**src/rtl/dpot_pkg.sv**
```systemverilog
package dpot_pkg;
  localparam logic [3:0] DEV_ID    = 4'b0101;
  localparam logic [3:0] OPC_READ  = 4'b1001;
  localparam logic [3:0] OPC_WRITE = 4'b1010;
  localparam logic [3:0] OPC_STEP  = 4'b0010;

  typedef enum logic [3:0] {
    ST_IDLE, ST_ADDR, ST_ADDR_ACK, ST_INSTR, ST_INSTR_ACK,
    ST_WDATA, ST_WDATA_ACK, ST_RDATA, ST_RD_MACK, ST_STEP, ST_IGNORE
  } state_e;

  typedef enum logic [1:0] {OP_NONE, OP_READ, OP_WRITE, OP_STEP} op_e;

  function automatic op_e decode_instr(input logic [7:0] b);
    if (b[3:1] != 3'b000) return OP_NONE;
    case (b[7:4])
      OPC_READ:  return OP_READ;
      OPC_WRITE: return OP_WRITE;
      OPC_STEP:  return OP_STEP;
      default:   return OP_NONE;
    endcase
  endfunction
endpackage

```
**src/rtl/dpot_line_filt.sv**
```systemverilog
module dpot_line_filt #(
  parameter int SYNC_STAGES = 2,
  parameter int FILT_CYC    = 3
) (
  input  logic clk_i,
  input  logic rst_ni,
  input  logic line_i,
  output logic line_o
);
  localparam int CNT_W = $clog2(FILT_CYC + 1);

  logic [SYNC_STAGES-1:0] sync_q;
  logic [CNT_W-1:0]       cnt_q;
  logic                   filt_q;

  always_ff @(posedge clk_i or negedge rst_ni) begin
    if (!rst_ni) begin
      sync_q <= '1;
      cnt_q  <= '0;
      filt_q <= 1'b1;
    end else begin
      sync_q <= {sync_q[SYNC_STAGES-2:0], line_i};
      // accept a new level only after FILT_CYC consecutive agreeing samples
      if (sync_q[SYNC_STAGES-1] == filt_q) begin
        cnt_q <= '0;
      end else if (cnt_q == CNT_W'(FILT_CYC - 1)) begin
        filt_q <= sync_q[SYNC_STAGES-1];
        cnt_q  <= '0;
      end else begin
        cnt_q <= cnt_q + 1'b1;
      end
    end
  end

  assign line_o = filt_q;
endmodule

```
**src/rtl/dpot_bus_cond.sv**
```systemverilog
module dpot_bus_cond (
  input  logic clk_i,
  input  logic rst_ni,
  input  logic scl_i,
  input  logic sda_i,
  output logic scl_rise_o,
  output logic scl_fall_o,
  output logic start_o,
  output logic stop_o
);
  logic scl_q, sda_q;

  always_ff @(posedge clk_i or negedge rst_ni) begin
    if (!rst_ni) begin
      scl_q <= 1'b1;
      sda_q <= 1'b1;
    end else begin
      scl_q <= scl_i;
      sda_q <= sda_i;
    end
  end

  assign scl_rise_o = scl_i & ~scl_q;
  assign scl_fall_o = ~scl_i & scl_q;
  assign start_o    = scl_i & scl_q & sda_q & ~sda_i;
  assign stop_o     = scl_i & scl_q & ~sda_q & sda_i;
endmodule

```
**src/rtl/dpot_wiper_bank.sv**
```systemverilog
module dpot_wiper_bank #(
  parameter int               NUM     = 2,
  parameter int               W       = 8,
  parameter logic [W-1:0]     RST_VAL = W'(1) << (W - 1)
) (
  input  logic                             clk_i,
  input  logic                             rst_ni,
  input  logic                             wr_en_i,
  input  logic                             step_en_i,
  input  logic                             up_i,
  input  logic [(NUM>1?$clog2(NUM):1)-1:0] sel_i,
  input  logic [W-1:0]                     wdata_i,
  output logic [NUM*W-1:0]                 wiper_o
);
  localparam int SEL_W = (NUM > 1) ? $clog2(NUM) : 1;

  for (genvar ch = 0; ch < NUM; ch++) begin : g_ch
    logic [W-1:0] val_q;
    logic         hit;
    assign hit = (sel_i == SEL_W'(ch));

    always_ff @(posedge clk_i or negedge rst_ni) begin
      if (!rst_ni) begin
        val_q <= RST_VAL;
      end else if (hit && wr_en_i) begin
        val_q <= wdata_i;
      end else if (hit && step_en_i) begin
        if (up_i && val_q != '1)       val_q <= val_q + 1'b1;
        else if (!up_i && val_q != '0) val_q <= val_q - 1'b1;
      end
    end

    assign wiper_o[ch*W +: W] = val_q;
  end
endmodule

```
**src/rtl/dpot_i2c_slave.sv**
```systemverilog
module dpot_i2c_slave
  import dpot_pkg::*;
#(
  parameter int SYNC_STAGES = 2,
  parameter int FILT_CYC    = 3
) (
  input  logic       clk_i,
  input  logic       rst_ni,
  input  logic       scl_i,
  input  logic       sda_i,
  output logic       sda_oe_o,
  input  logic [3:0] addr_pins_i,
  output logic [7:0] wiper0_o,
  output logic [7:0] wiper1_o
);
  localparam int NUM_WIPERS = 2;
  localparam int WIPER_W    = 8;

  logic [1:0] raw_lines, filt_lines;
  logic       scl_f, sda_f;
  logic       scl_rise, scl_fall, start_det, stop_det;

  assign raw_lines = {sda_i, scl_i};

  for (genvar g = 0; g < 2; g++) begin : g_line
    dpot_line_filt #(.SYNC_STAGES(SYNC_STAGES), .FILT_CYC(FILT_CYC)) u_filt (
      .clk_i (clk_i),
      .rst_ni(rst_ni),
      .line_i(raw_lines[g]),
      .line_o(filt_lines[g])
    );
  end

  assign scl_f = filt_lines[0];
  assign sda_f = filt_lines[1];

  dpot_bus_cond u_cond (
    .clk_i     (clk_i),
    .rst_ni    (rst_ni),
    .scl_i     (scl_f),
    .sda_i     (sda_f),
    .scl_rise_o(scl_rise),
    .scl_fall_o(scl_fall),
    .start_o   (start_det),
    .stop_o    (stop_det)
  );

  state_e     state_q;
  op_e        op_q, op_dec;
  logic [2:0] cnt_q;
  logic [7:0] shreg_q;
  logic       full_q, sel_q, dir_q, armed_q, mack_q;
  logic       wr_en, step_en;
  logic [NUM_WIPERS*WIPER_W-1:0] wip_flat;
  logic [7:0] rd_val;

  assign op_dec = decode_instr(shreg_q);
  assign rd_val = sel_q ? wip_flat[15:8] : wip_flat[7:0];

  always_ff @(posedge clk_i or negedge rst_ni) begin
    if (!rst_ni) begin
      state_q <= ST_IDLE;
      op_q    <= OP_NONE;
      cnt_q   <= '0;
      shreg_q <= '0;
      full_q  <= 1'b0;
      sel_q   <= 1'b0;
      dir_q   <= 1'b0;
      armed_q <= 1'b0;
      mack_q  <= 1'b0;
    end else if (start_det) begin
      state_q <= ST_ADDR;
      cnt_q   <= '0;
      full_q  <= 1'b0;
      armed_q <= 1'b0;
    end else if (stop_det) begin
      state_q <= ST_IDLE;
      full_q  <= 1'b0;
      armed_q <= 1'b0;
    end else begin
      unique case (state_q)
        ST_ADDR, ST_INSTR, ST_WDATA: begin
          if (scl_rise) begin
            shreg_q <= {shreg_q[6:0], sda_f};
            cnt_q   <= cnt_q + 3'd1;
            if (cnt_q == 3'd7) full_q <= 1'b1;
          end else if (scl_fall && full_q) begin
            full_q <= 1'b0;
            if (state_q == ST_ADDR) begin
              state_q <= (shreg_q == {DEV_ID, addr_pins_i}) ? ST_ADDR_ACK : ST_IGNORE;
            end else if (state_q == ST_INSTR) begin
              op_q    <= op_dec;
              sel_q   <= shreg_q[0];
              state_q <= (op_dec == OP_NONE) ? ST_IGNORE : ST_INSTR_ACK;
            end else begin
              state_q <= ST_WDATA_ACK;
            end
          end
        end
        ST_ADDR_ACK: if (scl_fall) begin
          state_q <= ST_INSTR;
          cnt_q   <= '0;
        end
        ST_INSTR_ACK: if (scl_fall) begin
          cnt_q <= '0;
          case (op_q)
            OP_READ: begin
              state_q <= ST_RDATA;
              shreg_q <= rd_val;
            end
            OP_WRITE: state_q <= ST_WDATA;
            default:  state_q <= ST_STEP;
          endcase
        end
        ST_WDATA_ACK: if (scl_fall) begin
          state_q <= ST_WDATA;
          cnt_q   <= '0;
        end
        ST_RDATA: if (scl_fall) begin
          if (cnt_q == 3'd7) begin
            state_q <= ST_RD_MACK;
            cnt_q   <= '0;
          end else begin
            shreg_q <= {shreg_q[6:0], 1'b0};
            cnt_q   <= cnt_q + 3'd1;
          end
        end
        ST_RD_MACK: begin
          if (scl_rise) begin
            mack_q <= ~sda_f;
          end else if (scl_fall) begin
            if (mack_q) begin
              state_q <= ST_RDATA;
              shreg_q <= rd_val;
            end else begin
              state_q <= ST_IGNORE;
            end
          end
        end
        ST_STEP: begin
          // direction latched while SCL high, applied on the falling edge so a STOP pulse never steps
          if (scl_rise) begin
            dir_q   <= sda_f;
            armed_q <= 1'b1;
          end else if (scl_fall) begin
            armed_q <= 1'b0;
          end
        end
        default: ;
      endcase
    end
  end

  assign wr_en   = (state_q == ST_WDATA_ACK) && scl_fall;
  assign step_en = (state_q == ST_STEP) && scl_fall && armed_q;

  assign sda_oe_o = (state_q == ST_ADDR_ACK) || (state_q == ST_INSTR_ACK) ||
                    (state_q == ST_WDATA_ACK) || ((state_q == ST_RDATA) && !shreg_q[7]);

  dpot_wiper_bank #(.NUM(NUM_WIPERS), .W(WIPER_W)) u_bank (
    .clk_i    (clk_i),
    .rst_ni   (rst_ni),
    .wr_en_i  (wr_en),
    .step_en_i(step_en),
    .up_i     (dir_q),
    .sel_i    (sel_q),
    .wdata_i  (shreg_q),
    .wiper_o  (wip_flat)
  );

  assign wiper0_o = wip_flat[7:0];
  assign wiper1_o = wip_flat[15:8];
endmodule

```
**config.mk**
```make
export PLATFORM = sky130hd
export DESIGN_NAME = dpot_i2c_slave
export DESIGN_NICKNAME = d
export VERILOG_FILES = /design/src/rtl/dpot_pkg.sv /design/src/rtl/dpot_line_filt.sv /design/src/rtl/dpot_bus_cond.sv /design/src/rtl/dpot_wiper_bank.sv /design/src/rtl/dpot_i2c_slave.sv
export SDC_FILE = /design/constraint.sdc
export NUM_CORES = 1
export LEC_CHECK = 0
export ABC_AREA = 1
export BUFFER_PORTS_ARGS = -buffer_cell sky130_fd_sc_hd__buf_2
export CORE_UTILIZATION = 35
export DETAILED_ROUTE_END_ITERATION = 10
export GPL_TIMING_DRIVEN = 0
export PLACE_DENSITY = 0.54
export SYNTH_ARGS = -nofsm -noshare
export SYNTH_HDL_FRONTEND = slang
export SYNTH_HIERARCHICAL = 1
export SYNTH_SLANG_ARGS = --single-unit
```
**constraint.sdc**
```tcl
create_clock -name clk_i -period 4.25 [get_ports clk_i]
set_input_delay 0.425 -clock clk_i [delete_from_list [all_inputs] [get_ports clk_i]]
set_output_delay 0.425 -clock clk_i [all_outputs]
set_load 0.02 [all_outputs]
```
==> flow_metrics.tcl, run 1 <==
set metrics [dict create \
    status "completed" \
    ys_ff_latch 50 \
    ff2ff_setup_slack_ns 1.87 \
    core_area_um2 10400 \
    numClockSinks 50 \
    reg2reg_depth 11 \
    ys_seq_area_share_pct 33.3 \
    worst_ep_required_time_ns 4.45 \
    antenna_cells 0 \
    min_path_type "input port to register" \
    fill_cells 1132 \
    internal_power_mw 1.38 \
    routed_wl_mm 9.42 \
    layout_commonest_cell "nand2_1" \
    power.switching_mw 1.45 \
    die_x_um 106 \
    synth_compound_area_share_pct 7.92 \
    dieArea_um2 11300 \
    postSynth.topFlopCell "dfrtp_1" \
    vdd_drop_max_mv 0.277 \
    cp-startpoint "u_cond/scl_q" \
    gp_congestion 0.895 \
    cts_resized 0 \
    comb_power_share_pct 57.4 \
    cts_hold_buf 0 \
    num_io_pins 25 \
    clk_pin_slew_worst_paths_ns 0.10 \
    regToRegEndpoint "u_bank/g_ch[0].val_q[4]" \
    grt_max_degree 51 \
    synth.area.mux_share_pct 0 \
    start_kind "register" \
    fin_setup_tns_ns 0 \
    vias 3623 \
    dr_wl_met3_um 358 \
    utilization_pct 40.3 \
    clock_latency_ns 0.31 \
    drtPass1Iterations 4 \
    drive_above_1_share_pct 12.9 \
    synth_top_family_by_area "simple AND/OR/NAND/NOR gates" \
    gr-usage-all-layers_pct 17.9 \
    top_layer "met4" \
    sequentialPowerShare_pct 29.7 \
    cp.arrival_ns 2.58 \
    ant_nets 0 \
    sw_frac_of_total_pct 51.3 \
    hold_viol 0 \
    yosysWarnings 6 \
    pwr-share-clk_pct 12.9 \
    layout_common_cells "228 x nand2_1, 65 x inv_1, 59 x nor2_1" \
    areaGrowthSynthToFinish_pct 10.7 \
    finalNetCount 638 \
    worst_setup_path_end_kind "register" \
    portBuffers 24 \
    synthSimpleGateAreaFrac_pct 41.1 \
    max_freq_mhz 421 \
    slew_headroom_pct 22.2 \
    initial_core_util_pct 36.4 \
    rsz0062_at_grt "false" \
    synth.avg_cell_area_um2 6.54 \
    period_minus_slack_ns 2.38 \
    synth-xor-area-share_pct 2.77 \
    h-tree-depth 2 \
    min_from "scl_i" \
    root_buffer "clkbuf_8" \
    synthAdderAreaFrac_pct 6.66 \
    path_max_fanout 10 \
    synth_edf_count 0 \
    cts_tree "done" \
    drv_cap 0 \
    crit_type "register to register" \
    wl_per_cell_um 12.6 \
    cts_setup_buffers 0 \
    wl_met2_mm 4.38 \
    fin_crit_sh_pct 55.9 \
    synth-async-reset-ratio_pct 100 \
    reg2reg_from "u_cond/scl_q" \
    overflow 0 \
    yosysUniqueCellTypes 35 \
    fp-row-count 37 \
    skew_ns 0.00849 \
    cellLeakagePower_nw 2.28 \
    cp-endpoint "u_bank/g_ch[0].val_q[4]" \
    drt-initial-drc-count 187 \
    synth_area_um2 3790 \
    grt_pass1_wl_mm 16.2 \
    hpwlAfterDp_mm 7.06 \
    cts_buffers 5 \
    drt_drc_violations_left 0 \
    finalSetupViolations 0 \
    p_per_area_nw_per_um2 672 \
    syn-num-nets 607 \
    cts_max_path_buffers 2 \
    vias_per_cell 4.84 \
    antenna_found_initial 0 \
    drv_slew 0 \
    netlist_instances 580 \
    tightest_slew_ns 1.17 \
    grt_pass1_vias 3384 \
    met1_length_mm 4.56 \
    die_height_um 106 \
]
[Yosys cell counts, types with 2 or more instances]
cell	n	area share [%]
dfrtp_1	40	26
dfstp_2	10	6.9
nand4_1	11	1.8
o21ai_1	7	0.92
nor2_2	6	0.99
inv_1	65	6.4
inv_2	9	0.89
nor3_1	3	0.40
a21oi_1	13	1.7
nand3_2	3	0.79
buf_4	3	0.59
ha_1	17	5.6
nand2_2	7	1.2
xor2_1	8	1.8
xnor2_1	4	0.92
nand2_4	2	0.59
fa_1	2	1.1
nor2_1	59	5.8
nand2_1	228	23
o21ai_0	31	4.1
clkbuf_1	2	0.20
nand3_1	37	4.9
[power groups by stage]
stage,clock [mW],sequential (mW),combinational [mW]
floorplan,0,0.803,1.26
global placement,0,0.846,1.59
detailed placement,0,0.851,1.61
CTS,0.377,0.843,1.63
global route,0.396,0.863,1.88
finish,0.363,0.839,1.62
[flip-flops by register name, summed over array words and instances (netlist names)]
register              flops
mack_q                    1
armed_q                   1
state_q                   4
dir_q                     1
cnt_q                     3
g_line.u_filt/line_o      2
shreg_q                   8
g_line.u_filt/sync_q      4
full_q                    1
u_bank/g_ch.val_q        16
sel_q                     1
u_cond/sda_q              1
g_line.u_filt/cnt_q       4
op_q                      2
u_cond/scl_q              1
[cell families (layout without fill, tap and decap cells)]
logic type               after synthesis  after routing
buffers and inverters                 80            112
flip-flops                            50             50
XOR/XNOR                              12             12
adder cells (fa/ha/maj)               19             19
AND/OR/NAND/NOR                      363            363
AO/OA/AOI/OAI                         56             56
[layer usage]
layer | GRT usage (%) | vias up
met2 | 30.4 | 66
met4 | 4.76 | 0
met3 | 2.39 | 13
li1 | - | 1883
met5 | 0 | -
met1 | 23.8 | 1661
[cell type report]
class	count	area, um2	share of cell area (%)
clock buffer	5	68.8	1.64
inverter	75	282	6.70
clock inverter	3	47.5	1.13
buffer	5	30.0	0.715
timing repair buffer	24	120	2.86
multi-input combinational	450	2220	52.8
tap	136	170	4.05
sequential	50	1260	30.1
[per-stage QoR]
| stage | hold WS (ns) | cell area, um2 | setup WS [ns] | std cells | power [mW] |
|---|---|---|---|---|---|
| 5_1_grt | 0.175 | 4200 | 1.69 | 748 | 3.14 |
| 3_5_place_dp | 0.347 | 4080 | 1.92 | 740 | 2.47 |
| 2_1_floorplan | 0.129 | 3790 | 2.23 | 580 | 2.07 |
| 6_report | 0.197 | 4200 | 1.87 | 748 | 2.82 |
| 3_3_place_gp | 0.347 | 4080 | 1.92 | 740 | 2.44 |
| 4_1_cts | 0.182 | 4200 | 1.88 | 748 | 2.85 |
[worst min path at each step]
stage                     slack (ns)                          to  cells past startpoint
after CTS                       0.18  g_line[0].u_filt/sync_q[0]                      1
after detailed placement        0.35  g_line[1].u_filt/sync_q[1]                      0
after global routing            0.17  g_line[0].u_filt/sync_q[0]                      1
after global placement          0.35  g_line[1].u_filt/sync_q[1]                      0
after floorplan                 0.13                     armed_q                      0
final                           0.20  g_line[0].u_filt/sync_q[0]                      1
[worst max-delay path, cell delays in order (launching register included)]
cell and delay [ns]:
dfstp_2 0.56, inv_1 0.04, nor2_1 0.26, inv_1 0.21, nor2_1 0.47, inv_2 0.14
nor2_8 0.17, inv_2 0.07, nand3_2 0.09, nand2_4 0.10, nand2_1 0.08, nand3_1 0.07
No activity file was read; power rests on OpenSTA's default activity.
==> run 2, diff against run 1 <==
==> constraint.sdc (replaced) <==
create_clock -name clk_i -period 2.2 [get_ports clk_i]
set_input_delay 0.22 -clock clk_i [delete_from_list [all_inputs] [get_ports clk_i]]
set_output_delay 0.22 -clock clk_i [all_outputs]
set_load 0.02 [all_outputs]
==> flow_metrics.tcl, run 2 (synthesis results as in run 1) <==
set metrics [dict create \
    status "completed" \
    dp_cells 740 \
    vdd_drop_max_mv 0.540 \
    grt_pass1_vias 3391 \
    power_mw 5.80 \
    grt_max_degree 51 \
    cp-endpoint "u_bank/g_ch[1].val_q[6]" \
    p_per_area_nw_per_um2 1320 \
    rsz0062_at_grt "true" \
    layout_common_cells "224 x nand2_1, 65 x inv_1, 54 x nor2_1" \
    drtPass1Iterations 4 \
    initial_core_util_pct 36.4 \
    dieArea_um2 11300 \
    areaGrowthSynthToFinish_pct 16.1 \
    die_x_um 106 \
    utilization_pct 42.3 \
    vias 3713 \
    cp-startpoint "u_bank/g_ch[1].val_q[3]" \
    drv_slew 0 \
    comb_power_share_pct 59.8 \
    finalSetupViolations 0 \
    antenna_found_initial 0 \
    reg_top3 "u_bank/g_ch.val_q: 16 flops, shreg_q: 8 flops" \
    h-tree-depth 2 \
    start_kind "register" \
    skew_ns 0.00531 \
    cellLeakagePower_nw 2.36 \
    root_buffer "clkbuf_8" \
    drt-initial-drc-count 194 \
    hold_viol 0 \
    layout_commonest_cell "nand2_1" \
    final_cell_area_um2 4400 \
    crit_top_cell "nand2_1" \
    regMostFlops "u_bank/g_ch.val_q" \
    cp.arrival_ns 2.30 \
    worst_ep_required_time_ns 2.41 \
    fill_cells 1113 \
    slew_headroom_pct 23.3 \
    num_io_pins 25 \
    reg2reg_depth 12 \
    cts_tree "done" \
    tightest_slew_ns 1.15 \
    clock_latency_ns 0.31 \
    ff2ff_setup_slack_ns 0.12 \
    pre_cts_slack_ns -0.135 \
    wl_per_cell_um 12.6 \
    grt_pass1_wl_mm 16.2 \
    hpwlAfterDp_mm 7.06 \
    max_stage_delay_ns 0.50 \
    cts_buffers 5 \
    gp_congestion 0.895 \
    sequentialPowerShare_pct 28.1 \
    antenna_cells 0 \
    placed_cell_area_um2 4080 \
    routed_wl_mm 9.68 \
    drv_cap 0 \
    crit_type "register to register" \
    reg2reg_from "u_bank/g_ch[1].val_q[3]" \
    vias_per_cell 4.85 \
    power.switching_mw 2.91 \
    die_height_um 106 \
    gr-usage-all-layers_pct 17.9 \
    worst_slack_ns 0.117 \
    path_max_fanout 9 \
    internal_power_mw 2.88 \
    largest_register_ffs 16 \
    worstPathCellList "nand2_1 -> nor2_1 -> nand2_1 -> nand2_4 -> buf_4 -> fa_1 -> nand3_1 -> nand4_1 -> nand3_1 -> nand2_1 -> nand2_1 -> nand2_1" \
    fp-row-count 37 \
    period_minus_slack_ns 2.08 \
    sw_frac_of_total_pct 50.2 \
    numClockSinks 50 \
    min_path_type "input port to async pin" \
    portBuffers 24 \
    clk_pin_slew_worst_paths_ns 0.10 \
    drive_above_1_share_pct 18.3 \
    cts_max_path_buffers 2 \
    core_area_um2 10400 \
    finalNetCount 655 \
    regToRegEndpoint "u_bank/g_ch[1].val_q[6]" \
    final_cells 765 \
    pwr-share-clk_pct 12.1 \
    drt_drc_violations_left 0 \
    ant_nets 0 \
    fin_crit_sh_pct 94.7 \
    worst_setup_path_end_kind "register" \
    overflow 0 \
    max_freq_mhz 480 \
    slowest_stage "dfrtp_1" \
]
run 2: worst min path at each step:
| stage | start | endpoint | depth (start not counted) | slack, ns |
|---|---|---|---|---|
| floorplan | rst_ni | armed_q | 0 | -0.08 |
| global placement | sda_i | g_line[1].u_filt/sync_q[0] | 1 | 0.33 |
| detailed placement | scl_i | g_line[0].u_filt/sync_q[0] | 1 | 0.33 |
| CTS | rst_ni | state_q[1] | 1 | 0.18 |
| global route | rst_ni | cnt_q[0] | 1 | 0.22 |
| finish | rst_ni | state_q[1] | 1 | 0.13 |
run 2: timing repair:
action                                  CTS  global route
buffers inserted                          0            14
hold endpoints to repair                  2             0
resized for setup                         8            17
gates cloned                              0             1
endpoints found under the setup margin   22            26
hold buffers                              2             0
pin swaps                                 0             2
run 2: per-stage QoR:
step | hold slack (ns) | TNS, ns
final | 0.126 | 0
after CTS | 0.180 | 0
after global placement | 0.326 | -0.961
after floorplan | -0.0756 | 0
after global routing | 0.224 | -0.103
after detailed placement | 0.327 | -1.02
run 2: cell type report:
| class | instances | area, um2 | area share (%) |
|---|---|---|---|
| multi-input combinational | 451 | 2290 | 52.0 |
| sequential | 50 | 1270 | 28.9 |
| inverter | 75 | 282 | 6.39 |
| timing repair buffer | 40 | 245 | 5.57 |
| tap | 136 | 170 | 3.86 |
| clock buffer | 5 | 68.8 | 1.56 |
| clock inverter | 3 | 47.5 | 1.08 |
| buffer | 5 | 30.0 | 0.682 |
run 2: worst max-delay path, delay by kind of cell, from the launching register on:
family / cells / cell delay [ns]
fa+ha+maj: 1 / 0.47
buf+inv: 1 / 0.17
flops: 1 / 0.50
simple gates: 10 / 0.84
run 2: routing by layer:
metal  GRT usage, %  wire length (um)  up-vias
met5              0                 0        -
met4           4.76               128        0
met3           2.39               309       13
met2           30.5              4560       72
met1           23.8              4680     1710
li1               -                 -     1918
run 2: power groups by stage:
stage	Combinational [mW]	Sequential (mW)	Clock, mW
after global routing	3.98	1.67	0.767
after detailed placement	3.12	1.64	0
after global placement	3.07	1.63	0
final	3.47	1.63	0.703
after CTS	3.18	1.63	0.728
after floorplan	2.44	1.55	0
